**src/rtl/gpio_dir_pkg.sv**
```systemverilog
package gpio_dir_pkg;
   typedef enum logic [1:0] {
      RSEL_NONE = 2'd0,
      RSEL_VAL  = 2'd1,
      RSEL_DIR  = 2'd2
   } rsel_e;
endpackage

```
**src/rtl/gpio_sync.sv**
```systemverilog
module gpio_sync #(
   parameter int WIDTH  = 8,
   parameter int STAGES = 2
) (
   input  logic             clk,
   input  logic             rst_n,
   input  logic [WIDTH-1:0] d,
   output logic [WIDTH-1:0] q
);
   if (STAGES < 2) begin : g_bad
      $error("gpio_sync: STAGES must be at least 2");
   end

   logic [STAGES-1:0][WIDTH-1:0] chain;

   for (genvar s = 0; s < STAGES; s++) begin : g_stage
      always_ff @(posedge clk or negedge rst_n) begin
         if (!rst_n)      chain[s] <= '0;
         else if (s == 0) chain[s] <= d;
         else             chain[s] <= chain[(s == 0) ? 0 : s-1];
      end
   end

   assign q = chain[STAGES-1];
endmodule

```
**src/rtl/gpio_regs.sv**
```systemverilog
module gpio_regs #(
   parameter int WIDTH = 8
) (
   input  logic             clk,
   input  logic             rst_n,
   input  logic             val_we,
   input  logic             dir_we,
   input  logic [WIDTH-1:0] wdata,
   output logic [WIDTH-1:0] val_q,
   output logic [WIDTH-1:0] dir_q
);
   always_ff @(posedge clk or negedge rst_n) begin
      if (!rst_n)      val_q <= '0;
      else if (val_we) val_q <= wdata;
   end

   always_ff @(posedge clk or negedge rst_n) begin
      if (!rst_n)      dir_q <= '0;
      else if (dir_we) dir_q <= wdata;
   end
endmodule

```
**src/rtl/gpio_rdmux.sv**
```systemverilog
module gpio_rdmux
   import gpio_dir_pkg::*;
#(
   parameter int WIDTH = 8
) (
   input  rsel_e            sel,
   input  logic [WIDTH-1:0] val_q,
   input  logic [WIDTH-1:0] dir_q,
   input  logic [WIDTH-1:0] lvl,
   output logic [WIDTH-1:0] rdata
);
   logic [WIDTH-1:0] mixed;

   for (genvar b = 0; b < WIDTH; b++) begin : g_bit
      assign mixed[b] = dir_q[b] ? val_q[b] : lvl[b];
   end

   always_comb begin
      unique case (sel)
         RSEL_VAL: rdata = mixed;
         RSEL_DIR: rdata = dir_q;
         default:  rdata = '0;
      endcase
   end
endmodule

```
**src/rtl/gpio_dir_port.sv**
```systemverilog
module gpio_dir_port
   import gpio_dir_pkg::*;
#(
   parameter int          WIDTH       = 8,
   parameter int          ADDR_W      = 4,
   parameter logic [3:0]  VAL_ADDR    = 4'h3,
   parameter logic [3:0]  DIR_ADDR    = 4'h7,
   parameter int          SYNC_STAGES = 2,
   parameter int          PU_LSB      = 6,
   parameter int          ADC_N       = 4,
   parameter int          TMR_N       = 2,
   localparam int         PU_N        = WIDTH - PU_LSB
) (
   input  logic              clk,
   input  logic              rst_n,
   input  logic [ADDR_W-1:0] bus_addr,
   input  logic              bus_wr,
   input  logic              bus_rd,
   input  logic [WIDTH-1:0]  bus_wdata,
   output logic [WIDTH-1:0]  bus_rdata,
   input  logic [WIDTH-1:0]  pin_in,
   output logic [WIDTH-1:0]  pin_oe,
   output logic [WIDTH-1:0]  pin_out,
   input  logic [PU_N-1:0]   pu_cfg,
   output logic [PU_N-1:0]   pu_en,
   output logic [ADC_N-1:0]  adc_lvl,
   output logic [TMR_N-1:0]  tmr_lvl
);
   if (VAL_ADDR == DIR_ADDR) begin : g_chk_addr
      $error("gpio_dir_port: register addresses collide");
   end
   if (ADDR_W != 4) begin : g_chk_aw
      $error("gpio_dir_port: ADDR_W must match the address parameters");
   end
   if (PU_LSB < 1 || PU_LSB >= WIDTH) begin : g_chk_pu
      $error("gpio_dir_port: PU_LSB out of range");
   end
   if (ADC_N + TMR_N > WIDTH) begin : g_chk_side
      $error("gpio_dir_port: side outputs exceed port width");
   end

   logic             hit_val, hit_dir;
   logic [WIDTH-1:0] val_q, dir_q, lvl;
   rsel_e            rsel;

   assign hit_val = (bus_addr == VAL_ADDR);
   assign hit_dir = (bus_addr == DIR_ADDR);

   always_comb begin
      if (!bus_rd)      rsel = RSEL_NONE;
      else if (hit_val) rsel = RSEL_VAL;
      else if (hit_dir) rsel = RSEL_DIR;
      else              rsel = RSEL_NONE;
   end

   gpio_sync #(.WIDTH(WIDTH), .STAGES(SYNC_STAGES)) u_sync (
      .clk   (clk),
      .rst_n (rst_n),
      .d     (pin_in),
      .q     (lvl)
   );

   gpio_regs #(.WIDTH(WIDTH)) u_regs (
      .clk    (clk),
      .rst_n  (rst_n),
      .val_we (bus_wr & hit_val),
      .dir_we (bus_wr & hit_dir),
      .wdata  (bus_wdata),
      .val_q  (val_q),
      .dir_q  (dir_q)
   );

   gpio_rdmux #(.WIDTH(WIDTH)) u_rdmux (
      .sel   (rsel),
      .val_q (val_q),
      .dir_q (dir_q),
      .lvl   (lvl),
      .rdata (bus_rdata)
   );

   assign pin_oe  = dir_q;
   assign pin_out = val_q;

   for (genvar k = 0; k < PU_N; k++) begin : g_pu
      assign pu_en[k] = pu_cfg[k] & ~dir_q[PU_LSB + k];
   end

   assign adc_lvl = lvl[ADC_N-1:0];
   assign tmr_lvl = lvl[ADC_N+TMR_N-1:ADC_N];
endmodule

```
**config.mk**
```make
export PLATFORM = sky130hd
export DESIGN_NAME = gpio_dir_port
export DESIGN_NICKNAME = d
export VERILOG_FILES = /design/src/rtl/gpio_dir_pkg.sv /design/src/rtl/gpio_sync.sv /design/src/rtl/gpio_regs.sv /design/src/rtl/gpio_rdmux.sv /design/src/rtl/gpio_dir_port.sv
export SDC_FILE = /design/constraint.sdc
export NUM_CORES = 1
export LEC_CHECK = 0
export BUFFER_PORTS_ARGS = -buffer_cell sky130_fd_sc_hd__buf_2
export CAP_MARGIN = 20
export CORE_MARGIN = 3
export CORE_UTILIZATION = 45
export DETAILED_ROUTE_END_ITERATION = 6
export PLACE_DENSITY_LB_ADDON = 0.2
export SKIP_CTS_REPAIR_TIMING = 1
export SLEW_MARGIN = 20
export SYNTH_ARGS = -nofsm -noshare
export SYNTH_HDL_FRONTEND = slang
export SYNTH_SLANG_ARGS = --single-unit
```
**constraint.sdc**
```tcl
create_clock -name clk -period 1.3 [get_ports clk]
set_clock_uncertainty 0.15 [all_clocks]
set_input_delay 0.195 -clock clk [delete_from_list [all_inputs] [get_ports clk]]
set_output_delay 0.195 -clock clk [all_outputs]
set_load 0.02 [all_outputs]
```
* Word-level counts from Yosys, hierarchy flattened
Cells that the tools add are included.
Word-level totals: input port bits 26, logic and storage cells 26, register bits after elaboration 32, output and inout port bits 32
Cells by class: equality and inequality tests 4, muxes and demuxes 12, bitwise gates (word level) 6
Operators with widths (count):
- $pmux W8 S2 | 1
- $mux W1 | 8
- $mux W2 | 3
- $and A1 B1 Y1 | 4
- $eq A4 B2 Y1 const B | 1
- $eq A4 B3 Y1 const B | 1
- $eq A2 B1 Y1 const B | 1
- $eq A2 B2 Y1 const B | 1
- $not A1 Y1 | 2

* Logic depth before layout (Yosys ltp)
word-level depth 6, mapped depth 5, gate-level depth less buffers 3

* By module
From an unflattened synthesis, not the netlist that was laid out.
Second synthesis, totals: cell total of the unflattened synthesis 93, area, all modules 1400.1 sq um
By module, submodules not included:
- gpio_regs | cells an instance 34, sequential area each 400.4 sq um, instances 1, area each 663.1 sq um
- gpio_sync | cells an instance 24, sequential area each 400.4 sq um, instances 1, area each 460.4 sq um
- gpio_rdmux | cells an instance 25, sequential area each 0.0 sq um, instances 1, area each 202.7 sq um
- gpio_dir_port | cells an instance 10, sequential area each 0.0 sq um, instances 1, area each 73.8 sq um

* Worst setup path before layout
OpenSTA, ideal clock, no wires.
path kind register to output, from register u_regs.dir_q[6], to output port bus_rdata[6], path slack -0.040 ns, cell stages (with the launch flop) 3, buffers on the path 0, arrival time 0.995 ns, required time 0.955 ns, cell sequence dfrtp_1 > nand3b_1 > a21oi_1
Between the ends: cells in the longest elaborated chain, start to end 2
Ends and longest elaborated chain:
- start, declared | line gpio_regs.sv:10 | output logic [WIDTH-1:0] dir_q
- start signal, assigned | line gpio_regs.sv:19 | else if (dir_we) dir_q <= wdata;
- $mux W1 | line gpio_rdmux.sv:15 | assign mixed[b] = dir_q[b] ? val_q[b] : lvl[b];
- $pmux W8 S2 (*) | line gpio_rdmux.sv:19 | unique case (sel)
- end, declared | line gpio_dir_port.sv:20 | output logic [WIDTH-1:0] bus_rdata,
Every way passes the cells marked *; elsewhere a longest branch is shown, timed or not.

* Worst setup path in the final report
from register u_regs.dir_q[2], to output port bus_rdata[2]
The elaborated chain is that of the path after synthesis.

==> summary.md <==
| Metric | Value |
|---|---|
| Final antenna-violating net count | `0` |
| Number of remaining DRC errors | `0` |
| Die height | `59.1 um` |
| Router iterations before antenna repair | `7` |
| Count of cell types in the netlist | `13` |
| Share of the synthesized area in the top cell type | `0.632` |
| Largest delay share family, worst path | `flip-flops` |
| Synth warn | `0` |
| Post-route cell area | `1980 um^2` |
| P_leak | `0.982 nW` |
| CP Launch Type | `register` |
| Die width | `59.1 um` |
| Hold Startpoint | `u_sync.chain[3]` |
| IO Port Bufs | `57` |
| Minimum clock period | `1.60 ns` |
| Clock Sinks | `32` |
| Number of diodes | `0` |
| F_max | `627 MHz` |
| Slowest-stage cell, CP | `dfrtp_1` |
| CTS buffer count | `5` |
| Area after DPL | `1610 um^2` |
| CP Class | `register to output port` |
| Syn Nets | `113` |
| Setup WS pre-CTS | `-0.230 ns` |
| Status | `finished, violations left` |
| GPL Wtd Cong | `0.693` |
| Crit. End Element | `output port` |
| Cell Area, Synth | `1270 um^2` |
| Max-slew violations | `0` |
| Fin Setup TNS | `-2.56 ns` |
| H-tree lvl count | `2` |
| Register-to-Register Path Depth | `3` |
| Hold Crit Depth | `0` |
| Switching part of the total power | `0.313` |
| FFs w/ async S/R, synth | `1.00` |
| Drt via density | `5.00` |
| Worst setup startpoint | `u_regs.dir_q[2]` |
| MaxCap Viol Count | `0` |
| Core area | `2570 um^2` |
| Detailed Place HPWL | `2100 um` |
| Final setup violating endpoints | `12` |
| RSZ-0062 raised after global routing | `true` |
| Antenna violations before repair | `0` |
| CTS Buffer Depth | `2` |
| Largest net degree at the start of global routing | `33` |
| Most common cell in the netlist | `dfrtp_1` |
| Proportion of power drawn by the clock network | `0.219` |
| I/O pin count | `58` |
| Post-synth top area cell | `dfrtp_1` |
| Worst-margin pin slew | `0.389 ns` |
| Period utilization | `1.23` |
| Clock Latency Late Sink | `0.33 ns` |
| Detailed-route wire length per cell | `15.6 um` |
| Reg power frac | `0.465` |
| Peak VDD IR | `983 uV` |
| Critical path arrival | `1.25 ns` |
| Worst-path maximum fanout | `4` |
| 1st-iter DRT viols | `22` |
| Logic gate share of total power | `0.316` |
| Post-Route WL | `3220 um` |
| Worst min-delay path class | `register to register` |
| CP cell instances | `nand3b_1, a21oi_2, buf_6` |
| Site row count | `18` |
| Hold Path Sink | `u_sync.q[3]` |
| Post-synth EDFFs | `0` |
| #FFs+latches synth | `32` |
| First-pass GRT wire length | `4490 um` |
| Net switching power | `0.840 mW` |
| Layout Area Growth over Synthesis | `56.5%` |
| Avg Cell Area, Syn | `14.6 um^2` |
| WHS | `0.207 ns` |
| Grt ovf | `0` |
| Vias in the first global route | `990` |
| Reg2reg start | `u_regs.dir_q[7]` |
| R2R Path End | `u_regs.dir_q[7]` |
| Delay of the slowest critical-path stage | `0.44 ns` |
| Worst Path Buf+Inv | `1` |
| Finished Core Util | `0.772` |
| Initial Utilization | `0.494` |
| Pwr per Cell Area | `1350 nW/um^2` |
| Relative max-transition margin | `0.741` |
| Top_reg_cell synth | `dfrtp_1` |
| Non-filler cells, final | `207` |
| Setup WS post-layout | `-0.296 ns` |
| Failing checks | `setup timing` |
| Pint | `1.84 mW` |
| Clock-pin transition on the worst setup and hold timing paths | `0.10 ns` |
| # nets final | `202` |
| CTS tree | `yes` |
| Reg2reg setup slack | `0.12 ns` |
| Die area | `3490 um^2` |
| CP required | `0.95 ns` |
| Synthesized instance count | `87` |
| Synth top area cells | `dfrtp_1, mux2_4, mux2_2` |
| Layout cells sized above 1 | `0.610` |
| Placed Cells | `176` |
| Register area share after synthesis | `0.632` |
| Total Routing Usage GR | `0.182` |
| Final Hold Vio Count | `0` |
| Overall power | `2.68 mW` |
| Vias | `1036` |
| Clock root buffer | `clkbuf_4` |
cell type report:
| class | count | area [um^2] |
|---|---|---|
| Multi-Input combinational cell | 46 | 430 |
| Timing Repair Buffer | 90 | 647 |
| Sequential cell | 32 | 801 |
| Inverter | 1 | 6.26 |
| Clock inverter | 2 | 10.0 |
| Clock buffer | 6 | 51.3 |
| Tap cell | 30 | 37.5 |
| Fill cell | 167 | 584 |
worst max-delay path by stage:
| stage | end | depth (start not counted) |
|---|---|---|
| final | bus_rdata[2] | 3 |
| after global routing | bus_rdata[2] | 3 |
| after CTS | bus_rdata[4] | 3 |
| after detailed placement | u_regs.dir_q[0] | 5 |
| after global placement | u_regs.dir_q[7] | 5 |
| after floorplan | bus_rdata[1] | 2 |
per-layer routing:
metal | part of all wire | GRT usage
met1 | 0.38 | 0.209
met2 | 0.51 | 0.293
met3 | 0.088 | 0.0610
met4 | 0.021 | 0.110
met5 | 0 | 0
state kept, by name, indices dropped and copies added (netlist names):
signal,count
u_sync.chain,8
u_regs.dir_q,8
u_sync.q,8
u_regs.val_q,8
kinds of logic (layout without fill, tap and decap cells):
family	after synthesis	after routing	share of synthesized area
AO/OA/AOI/OAI	16	16	0.0632
buffers and inverters	9	99	0.0582
flip-flops	32	32	0.632
multiplexers	16	16	0.166
AND/OR/NAND/NOR	14	14	0.0810
placed cells by master, fill, tap and decap left out:
cell            n
clkbuf_8        1
mux2_4          8
a21oi_2         8
nor2b_1         1
buf_6           9
buf_4          22
nor2_2          1
inv_4           1
clkinv_2        2
nand4b_1        2
o21ai_0         2
or2_1           1
mux2_2          8
clkbuf_4        5
dlygate4sd3_1  17
dfrtp_1        32
nor2b_4         1
o21ai_1         6
buf_2          42
nand3b_1        8
power groups by stage:
stage / clock (mW) / sequential (mW) / combinational (mW)
2_1_floorplan: 0 / 1.39 / 0.261
3_3_place_gp: 0 / 1.25 / 0.637
3_5_place_dp: 0 / 1.26 / 0.653
4_1_cts: 0.604 / 1.24 / 0.654
5_1_grt: 0.657 / 1.27 / 0.899
6_report: 0.586 / 1.25 / 0.848
Power figures use the tool's default switching activity.
